==> src/rtl/flash_seq_pkg.sv <==
package flash_seq_pkg;

    typedef enum logic [2:0] {
        ST_IDLE,
        ST_KEY1,
        ST_KEY2,
        ST_PROG,
        ST_ERS3,
        ST_ERS4,
        ST_ERS5
    } seq_state_e;

    typedef enum logic {
        MODE_ARRAY = 1'b0,
        MODE_QUERY = 1'b1
    } rd_mode_e;

    localparam int unsigned KEY_AW = 16;

    localparam logic [KEY_AW-1:0] ADR_KEY_A = 16'h5555;
    localparam logic [KEY_AW-1:0] ADR_KEY_B = 16'h2AAA;

    localparam logic [7:0] DAT_KEY_A   = 8'hAA;
    localparam logic [7:0] DAT_KEY_B   = 8'h55;
    localparam logic [7:0] OP_PROGRAM  = 8'hA0;
    localparam logic [7:0] OP_ERS_PREP = 8'h80;
    localparam logic [7:0] OP_CHIP     = 8'h10;
    localparam logic [7:0] OP_SECTOR   = 8'h30;
    localparam logic [7:0] OP_BLOCK    = 8'h50;
    localparam logic [7:0] OP_QUERY    = 8'h98;
    localparam logic [7:0] OP_EXIT     = 8'hF0;

endpackage

==> src/rtl/wr_cycle_capture.sv <==
module wr_cycle_capture #(
    parameter int unsigned ADDR_W  = 19,
    parameter int unsigned DATA_W  = 16,
    parameter int unsigned MIN_LOW = 3
) (
    input  logic              clk,
    input  logic              rst_n,
    input  logic              chip_sel_n,
    input  logic              wr_en_n,
    input  logic              out_en_n,
    input  logic [ADDR_W-1:0] bus_addr,
    input  logic [DATA_W-1:0] bus_data,
    output logic              cyc_v,
    output logic [ADDR_W-1:0] cyc_addr,
    output logic [DATA_W-1:0] cyc_data
);
    localparam int unsigned CNT_W = $clog2(MIN_LOW + 1);
    localparam logic [CNT_W-1:0] CNT_MIN = CNT_W'(MIN_LOW);

    logic             both_low;
    logic             low_d;
    logic             spoil;
    logic [CNT_W-1:0] low_cnt;

    always_comb both_low = !chip_sel_n && !wr_en_n;

    always_ff @(posedge clk) begin
        if (!rst_n) begin
            low_d    <= 1'b0;
            spoil    <= 1'b0;
            low_cnt  <= '0;
            cyc_v    <= 1'b0;
            cyc_addr <= '0;
            cyc_data <= '0;
        end else begin
            low_d <= both_low;
            cyc_v <= 1'b0;
            if (both_low) begin
                cyc_data <= bus_data;
                if (!low_d) begin
                    cyc_addr <= bus_addr;
                    low_cnt  <= CNT_W'(1);
                    spoil    <= !out_en_n;
                end else begin
                    if (low_cnt < CNT_MIN) low_cnt <= low_cnt + CNT_W'(1);
                    spoil <= spoil | !out_en_n;
                end
            end else if (low_d) begin
                cyc_v <= (low_cnt >= CNT_MIN) && !spoil;
            end
        end
    end


    cyc_after_rise_chk: assert property (@(posedge clk) disable iff (!rst_n)
        cyc_v |-> $past(chip_sel_n || wr_en_n));


    cyc_had_low_chk: assert property (@(posedge clk) disable iff (!rst_n)
        cyc_v |-> $past(!chip_sel_n && !wr_en_n, 2));

endmodule

==> src/rtl/seq_fsm.sv <==
module seq_fsm
    import flash_seq_pkg::*;
#(
    parameter int unsigned ADDR_W = 19,
    parameter int unsigned DATA_W = 16,
    parameter int unsigned SECT_W = 11,
    parameter int unsigned BLK_W  = 15
) (
    input  logic              clk,
    input  logic              rst_n,
    input  logic              cyc_v,
    input  logic [ADDR_W-1:0] cyc_addr,
    input  logic [DATA_W-1:0] cyc_data,
    input  logic              busy_i,
    output logic              prog_start,
    output logic              sect_erase_start,
    output logic              blk_erase_start,
    output logic              chip_erase_start,
    output logic [ADDR_W-1:0] tgt_addr,
    output logic [DATA_W-1:0] tgt_data,
    output logic              cfi_mode
);
    seq_state_e state, nxt_state;
    rd_mode_e   mode, nxt_mode;
    logic       go_prog, go_sect, go_blk, go_chip;
    logic       at_a, at_b;
    logic [7:0] lo;

    always_comb begin
        at_a      = cyc_addr[KEY_AW-1:0] == ADR_KEY_A;
        at_b      = cyc_addr[KEY_AW-1:0] == ADR_KEY_B;
        lo        = cyc_data[7:0];
        nxt_state = state;
        nxt_mode  = mode;
        go_prog   = 1'b0;
        go_sect   = 1'b0;
        go_blk    = 1'b0;
        go_chip   = 1'b0;
        if (cyc_v && !busy_i) begin
            unique case (state)
                ST_IDLE: begin
                    if (at_a && lo == DAT_KEY_A) nxt_state = ST_KEY1;
                    else if (lo == OP_EXIT)      nxt_mode  = MODE_ARRAY;
                end
                ST_KEY1: nxt_state = (at_b && lo == DAT_KEY_B) ? ST_KEY2 : ST_IDLE;
                ST_KEY2: begin
                    nxt_state = ST_IDLE;
                    if (at_a) begin
                        case (lo)
                            OP_PROGRAM:  nxt_state = ST_PROG;
                            OP_ERS_PREP: nxt_state = ST_ERS3;
                            OP_QUERY:    nxt_mode  = MODE_QUERY;
                            OP_EXIT:     nxt_mode  = MODE_ARRAY;
                            default:     nxt_state = ST_IDLE;
                        endcase
                    end
                end
                ST_PROG: begin
                    go_prog   = 1'b1;
                    nxt_state = ST_IDLE;
                end
                ST_ERS3: nxt_state = (at_a && lo == DAT_KEY_A) ? ST_ERS4 : ST_IDLE;
                ST_ERS4: nxt_state = (at_b && lo == DAT_KEY_B) ? ST_ERS5 : ST_IDLE;
                ST_ERS5: begin
                    nxt_state = ST_IDLE;
                    go_sect   = lo == OP_SECTOR;
                    go_blk    = lo == OP_BLOCK;
                    go_chip   = at_a && lo == OP_CHIP;
                end
                default: nxt_state = ST_IDLE;
            endcase
        end
    end

    // state and mode register
    always_ff @(posedge clk) begin
        if (!rst_n) begin
            state <= ST_IDLE;
            mode  <= MODE_ARRAY;
        end else begin
            state <= nxt_state;
            mode  <= nxt_mode;
        end
    end

    // output register
    always_ff @(posedge clk) begin
        if (!rst_n) begin
            prog_start       <= 1'b0;
            sect_erase_start <= 1'b0;
            blk_erase_start  <= 1'b0;
            chip_erase_start <= 1'b0;
            tgt_addr         <= '0;
            tgt_data         <= '0;
        end else begin
            prog_start       <= go_prog;
            sect_erase_start <= go_sect;
            blk_erase_start  <= go_blk;
            chip_erase_start <= go_chip;
            if (go_prog) begin
                tgt_addr <= cyc_addr;
                tgt_data <= cyc_data;
            end else if (go_sect) begin
                tgt_addr <= {cyc_addr[ADDR_W-1:SECT_W], {SECT_W{1'b0}}};
            end else if (go_blk) begin
                tgt_addr <= {cyc_addr[ADDR_W-1:BLK_W], {BLK_W{1'b0}}};
            end else if (go_chip) begin
                tgt_addr <= '0;
            end
        end
    end

    always_comb cfi_mode = (mode == MODE_QUERY);


    one_start_chk: assert property (@(posedge clk) disable iff (!rst_n)
        $onehot0({prog_start, sect_erase_start, blk_erase_start, chip_erase_start}));


    prog_pulse_chk: assert property (@(posedge clk) disable iff (!rst_n)
        prog_start |=> !prog_start);


    no_start_busy_chk: assert property (@(posedge clk) disable iff (!rst_n)
        (prog_start || sect_erase_start || blk_erase_start || chip_erase_start)
        |-> $past(!busy_i));


    mode_on_write_chk: assert property (@(posedge clk) disable iff (!rst_n)
        (cfi_mode != $past(cfi_mode)) |-> $past(cyc_v && !busy_i));

endmodule

==> src/rtl/flash_cmd_seq.sv <==
module flash_cmd_seq #(
    parameter int unsigned ADDR_W  = 19,
    parameter int unsigned DATA_W  = 16,
    parameter int unsigned MIN_LOW = 3,
    parameter int unsigned SECT_W  = 11,
    parameter int unsigned BLK_W   = 15
) (
    input  logic              clk,
    input  logic              rst_n,
    input  logic              chip_sel_n,
    input  logic              wr_en_n,
    input  logic              out_en_n,
    input  logic [ADDR_W-1:0] bus_addr,
    input  logic [DATA_W-1:0] bus_data,
    input  logic              busy_i,
    output logic              prog_start,
    output logic              sect_erase_start,
    output logic              blk_erase_start,
    output logic              chip_erase_start,
    output logic [ADDR_W-1:0] tgt_addr,
    output logic [DATA_W-1:0] tgt_data,
    output logic              cfi_mode
);
    logic              cyc_v;
    logic [ADDR_W-1:0] cyc_addr;
    logic [DATA_W-1:0] cyc_data;

    wr_cycle_capture #(
        .ADDR_W (ADDR_W),
        .DATA_W (DATA_W),
        .MIN_LOW(MIN_LOW)
    ) u_cap (
        .clk       (clk),
        .rst_n     (rst_n),
        .chip_sel_n(chip_sel_n),
        .wr_en_n   (wr_en_n),
        .out_en_n  (out_en_n),
        .bus_addr  (bus_addr),
        .bus_data  (bus_data),
        .cyc_v     (cyc_v),
        .cyc_addr  (cyc_addr),
        .cyc_data  (cyc_data)
    );

    seq_fsm #(
        .ADDR_W(ADDR_W),
        .DATA_W(DATA_W),
        .SECT_W(SECT_W),
        .BLK_W (BLK_W)
    ) u_fsm (
        .clk             (clk),
        .rst_n           (rst_n),
        .cyc_v           (cyc_v),
        .cyc_addr        (cyc_addr),
        .cyc_data        (cyc_data),
        .busy_i          (busy_i),
        .prog_start      (prog_start),
        .sect_erase_start(sect_erase_start),
        .blk_erase_start (blk_erase_start),
        .chip_erase_start(chip_erase_start),
        .tgt_addr        (tgt_addr),
        .tgt_data        (tgt_data),
        .cfi_mode        (cfi_mode)
    );

endmodule

==> config.mk <==
export PLATFORM = sky130hd
export DESIGN_NAME = flash_cmd_seq
export DESIGN_NICKNAME = d
export VERILOG_FILES = /design/src/rtl/flash_seq_pkg.sv /design/src/rtl/wr_cycle_capture.sv /design/src/rtl/seq_fsm.sv /design/src/rtl/flash_cmd_seq.sv
export SDC_FILE = /design/constraint.sdc
export NUM_CORES = 1
export LEC_CHECK = 0
export BUFFER_PORTS_ARGS = -buffer_cell sky130_fd_sc_hd__buf_2
export CORE_ASPECT_RATIO = 0.8
export CORE_MARGIN = 1.5
export CORE_UTILIZATION = 52
export CTS_CLUSTER_DIAMETER = 200
export DETAILED_ROUTE_END_ITERATION = 8
export GPL_TIMING_DRIVEN = 0
export PLACE_DENSITY = 0.86
export SYNTH_ARGS = -nofsm -noshare
export SYNTH_HDL_FRONTEND = slang
export SYNTH_SLANG_ARGS = --single-unit
export TNS_END_PERCENT = 10
==> constraint.sdc <==
create_clock -name clk -period 2.7 [get_ports clk]
set_clock_uncertainty 0.15 [all_clocks]
set_input_delay 0.405 -clock clk [delete_from_list [all_inputs] [get_ports clk]]
set_output_delay 0.405 -clock clk [all_outputs]
set_load 0.03 [all_outputs]
==> metrics, run 1 <==
detailed-route wire length per cell=14.57 µm; Crit path arrival time=2560 ps; Antenna Violating Nets Remaining=0; status=complete, no violations; Min-Delay Path Class=input pin to flip-flop; initial antenna violation count=0; Post-synth EDFFs=0; Clock transition at path regs=90 ps; RSZ-0062 raised after global routing=false; final hold viol count=0; Post-Route Utilization=66.23%; # diodes=0; effective utilization at floorplan=54.00%; initial DRC count=195; sequential area share after synthesis=51.77%; Reg2Reg Setup Slack=240 ps; Syn Std Cell Area=0.003209 mm²; Root Driver=clkbuf_8; Synth async-reset ratio=0%; crit path from=u_cap.cyc_data[0]; Placer Congestion=0.8572; Final Slew Violations=0; nature of the critical path endpoint=flip-flop; clock period minus worst slack=2458 ps; post-synthesis cell count=374; Final #Nets=507; 1st-pass router iterations=4; post-synthesis average cell area=8.581 µm²; #FFs+latches synth=83; dominant synthesized flop cell=dfxtp_1; syn nets=416; dpl hpwl=5729 µm; via count=2993; r2r startpoint=u_cap.cyc_data[0]; clock buffer depth=2; Via density=5.442; Post-Route M1 WL=3647 µm; io pins=81; drt total wl=8012 µm; crit path max fanout=10; leakage power=0.001565 µW; Post-Route Setup TNS=0 ps; YS warnings=0; total grt overflow=0; clock sink total=83; uppermost layer routed=met4; Design Area, Final=0.003936 mm²; largest net degree at the start of global routing=15; IO Port Bufs=79; Critical Path End=u_fsm.tgt_addr[10]; row count=25; commonest non-fill, non-tap cell in the layout=nand2_1; Crit Path Class=flip-flop to flip-flop; WL met2=3740 µm; pwr dens=611.7 mW/mm²; Die Y=73.27 µm; post-CTS resize count=0; first-pass GRT wire length=13020 µm; layout cell share with drive strength beyond 1=22.81%; CTS tree=yes; overall routing resource usage=25.16%; peak supply drop=491.4 µV; H-tree depth=3; P&R area growth vs syn=22.65%; TritonCTS Buffers=9; insertion delay to the later sink of the worst-skew pair=360 ps; synth unique cells=42; Max transition margin=46.54%; r2r endpoint=u_fsm.tgt_addr[10]; Die Span X=90.84 µm; die area=0.006655 mm²; most frequent cells in the layout=nand2_1, dfxtp_1, buf_2, a21oi_1, clkbuf_1; drc violations=0; Core Footprint=0.005943 mm²; Worst Tran Pin Value=801.9 ps; crit start category=flip-flop; f_max=406.9 MHz; MaxCap Viol Count=0; worst reg2reg path depth=6; WL met3=502 µm; vias in the first global route=2734; dpl cell area=0.003706 mm²; cts hold-fix bufs=0; WP data required=2800 ps; final worst path period share=91.03%; final setup violation count=0
==> flip-flops by register name (all words and copies together) (netlist names) <==
name and count:
u_cap.cyc_addr 19, u_fsm.state 3, u_fsm.tgt_addr 19, u_fsm.blk_erase_start 1, u_fsm.cfi_mode 1, u_fsm.prog_start 1, u_cap.spoil 1, u_fsm.tgt_data 16
u_cap.low_d 1, u_cap.cyc_v 1, u_cap.low_cnt 2, u_cap.cyc_data 16, u_fsm.sect_erase_start 1, u_fsm.chip_erase_start 1
==> cell usage after synthesis (all sizes together), types with 3 or more instances <==
cell type	count	area, µm²
a211oi	6	57.56
clkbuf	22	82.58
nor2	13	48.80
nand2	109	409.1
nor4	4	25.02
nor4b	3	32.53
a21oi	54	270.3
or2	4	25.02
buf	3	20.01
nand3	4	20.02
dfxtp	83	1662
nand2b	6	37.54
nor3	5	25.02
nor4bb	6	60.06
a22o	19	166.4
==> report_power, final <==
group          leakage [µW]  internal [µW]  switching [µW]
sequential         0.000673           1250            24.7
clock              0.000109            545             442
combinational      0.000783           60.4            86.1
total               0.00156           1860             553
==> routing by layer <==
| layer | global-route usage [%] | vias to the layer above |
|---|---|---|
| met1 | 32.98 | 1399 |
| met5 | 0 | - |
| met4 | 9.201 | 0 |
| met3 | 6.315 | 10 |
| met2 | 40.85 | 96 |
| li1 | - | 1488 |
==> kinds of logic after synthesis <==
group                    Yosys count  share of synthesized area [%]
AO/OA/AOI/OAI                     89                          17.90
XOR/XNOR                           1                         0.2730
adder cells (fa/ha/maj)            1                         0.3898
buffers and inverters             26                          3.313
flip-flops                        83                          51.77
AND/OR/NAND/NOR                  174                          26.35
==> stage by stage <==
step	total power (µW)	worst slack [ps]	hold slack (ps)	instances
final	2408	242.3	128.1	550
after global routing	2492	135.0	122.0	550
after CTS	2418	163.8	117.5	549
after detailed placement	1447	200.2	294.7	534
after global placement	1442	257.0	277.7	534
after floorplan	1384	565.8	249.6	374
==> how the worst min path moves through the flow <==
stage / start / end / slack [ps] / cells after the start
after floorplan: u_cap.spoil / u_cap.cyc_v / 250 / 1
after global placement: u_cap.spoil / u_cap.cyc_v / 280 / 1
after detailed placement: u_cap.spoil / u_cap.cyc_v / 290 / 1
after CTS: bus_data[11] / u_cap.cyc_data[11] / 120 / 3
after global routing: bus_data[11] / u_cap.cyc_data[11] / 120 / 3
final: bus_data[15] / u_cap.cyc_data[15] / 130 / 3
==> critical path: stages, from the launching register on <==
cell      delay, ps
dfxtp_1         390
or4_4           560
buf_6           140
nor4b_2         290
a311oi_2        320
buf_2           300
a22o_1          210
==> area by class of cell <==
cell class                 count  area, µm²
tap                           81      101.3
clock inverter                 5      85.08
timing repair buffer          80      402.9
inverter                       1      3.754
multi-input combinational    265       1441
fill                         512       2007
buffer                        25      102.6
sequential                    83       1662
clock buffer                  10      137.6
==> repair_timing <==
action                                 4_1_cts  5_1_grt
endpoints found under the hold margin        0        0
setup endpoints to repair                    0        9
setup buffers                                0        1
Note: power is estimated with default switching activity, not from simulation.
==> run 2, diff against run 1 <==
- CORE_MARGIN: 1.5 -> 3
- CORE_UTILIZATION: 52 -> 35
- PLACE_DENSITY: 0.86 -> 0.65
- clock period: 2.7 -> 2.9 ns (I/O delays scaled with it)
==> metrics, run 2 (synthesis results as in run 1) <==
crit-path cells=clkbuf_1, nand3b_1, nor4b_2, a311oi_2, buf_2, a22o_1; Placer Congestion=0.8135 (-5.1%); clock period minus worst slack=2529 ps (+70.84 ps); f_max=395.5 MHz (-2.8%); Via density=5.062 (-7.0%); MaxCap Viol Count=0 (unchanged); dpl hpwl=6290 µm (+9.8%); initial DRC count=161 (-17%); # diodes=0 (unchanged); IO Port Bufs=79 (unchanged); insertion delay to the later sink of the worst-skew pair=330 ps (-30 ps); Die Span X=113.1 µm (+24%); Antenna Violating Nets Remaining=0 (unchanged); post-CTS resize count=0 (unchanged); nature of the critical path endpoint=flip-flop; crit path from=u_fsm.state[1]; row count=30 (+20%); Clock transition at path regs=60 ps (-30 ps); first-pass GRT wire length=13810 µm (+6.0%); detailed-route wire length per cell=14.52 µm (-0.34%); clock buffer depth=2 (unchanged); Max transition margin=47.86% (+1.3 points); total grt overflow=0 (unchanged); pwr dens=614.6 mW/mm² (+0.48%); Post-Route Setup TNS=0 ps (unchanged); Die Y=91.65 µm (+25%); clock sink total=83 (unchanged); io pins=81 (unchanged); final hold viol count=0 (unchanged); TritonCTS Buffers=9 (unchanged); status=complete, no violations; crit path max fanout=10 (unchanged); Root Driver=clkbuf_16; via count=2941 (-1.7%); P&R area growth vs syn=26.43%; cts hold-fix bufs=0 (unchanged); biggest regs=u_cap.cyc_addr: 19 flops, u_fsm.tgt_addr: 19 flops; Hold Crit Start=bus_addr[7]; Worst path max stage delay=450 ps (-110 ps); die area=0.01036 mm² (+56%); Cells after DPL=565 (+5.8%); vias in the first global route=2852 (+4.3%); pre-CTS WS=427.2 ps (+227.0 ps); largest net degree at the start of global routing=15 (unchanged); CTS tree=yes; Post-Route Utilization=46.59% (-20 points); area of the multi-input gates=0.001441 mm² (unchanged); Crit path arrival time=2600 ps (+40 ps); drc violations=0 (unchanged); overall routing resource usage=16.49% (-8.7 points); Worst Tran Pin Value=782.1 ps (-19.81 ps); leakage power=0.001604 µW (+2.5%); Reg2Reg Setup Slack=370 ps (+130 ps); H-tree depth=3 (unchanged); Core Footprint=0.008708 mm² (+47%); 1st-pass router iterations=4 (unchanged); effective utilization at floorplan=36.85% (-17 points); postcts setup bufs=0 (unchanged); crit start category=flip-flop; layout cell share with drive strength beyond 1=22.81% (unchanged); peak supply drop=253.9 µV (-48%); FILL cells=863 (+69%); commonest non-fill, non-tap cell in the layout=nand2_1; Final Slew Violations=0 (unchanged); final setup margin=371.5 ps (+129.2 ps); Crit Path Class=flip-flop to flip-flop; r2r startpoint=u_fsm.state[1]; sequential cell area=0.001662 mm² (unchanged); RSZ-0062 raised after global routing=false; Min-Delay Path Class=input pin to flip-flop; Final #Nets=506 (-0.20%); final worst path period share=87.19% (-3.8 points); final setup violation count=0 (unchanged); most frequent cells in the layout=nand2_1, dfxtp_1, buf_2, a21oi_1, clkbuf_1; final std cells w/o fill=581 (+5.6%); WP data required=2980 ps (+180 ps); slowest stage cell, crit path=nor4b_2; initial antenna violation count=0 (unchanged); drt total wl=8435 µm (+5.3%)
[run 2: final timing paths]
check,to,cells past startpoint
setup / recovery,u_fsm.tgt_addr[10],6
hold / removal,u_cap.cyc_addr[7],3
setup reg to reg,u_fsm.tgt_addr[10],6
hold reg to reg,u_cap.cyc_v,1
[run 2: metrics by stage]
stage	area, µm²	hold WS [ps]	power, µW
floorplan	3209	249.6	1289
global placement	3745	265.5	1346
detailed placement	3745	270.6	1348
CTS	4058	179.3	2508
global route	4058	196.0	2575
finish	4058	186.3	2494
[run 2: critical path: cells and delay by family, from the launching register on]
family          cells  cell delay, ps
simple gates        2             810
flops               1             310
buf+inv             2             630
compound gates      2             510
[run 2: metal layers]
metal	GRT usage (%)	part of all wire (%)
met4	4.304	0.92
met3	5.937	6.8
met2	23.72	42
met5	0	0
met1	23.34	51
[run 2: report_power, final]
group          switching, µW  internal [µW]
combinational           79.7           56.2
clock                    454            717
sequential              22.9           1160
total                    556           1940
[run 2: final cells by class]
class | count | area share, %
flip-flops and latches | 83 | 40.95
repair buffers | 79 | 9.744
multi-input cells | 265 | 35.52
clock buffers | 11 | 6.229
clock inverters | 5 | 1.480
plain buffers | 25 | 2.529
well taps | 112 | 3.454
inverters | 1 | 0.09251
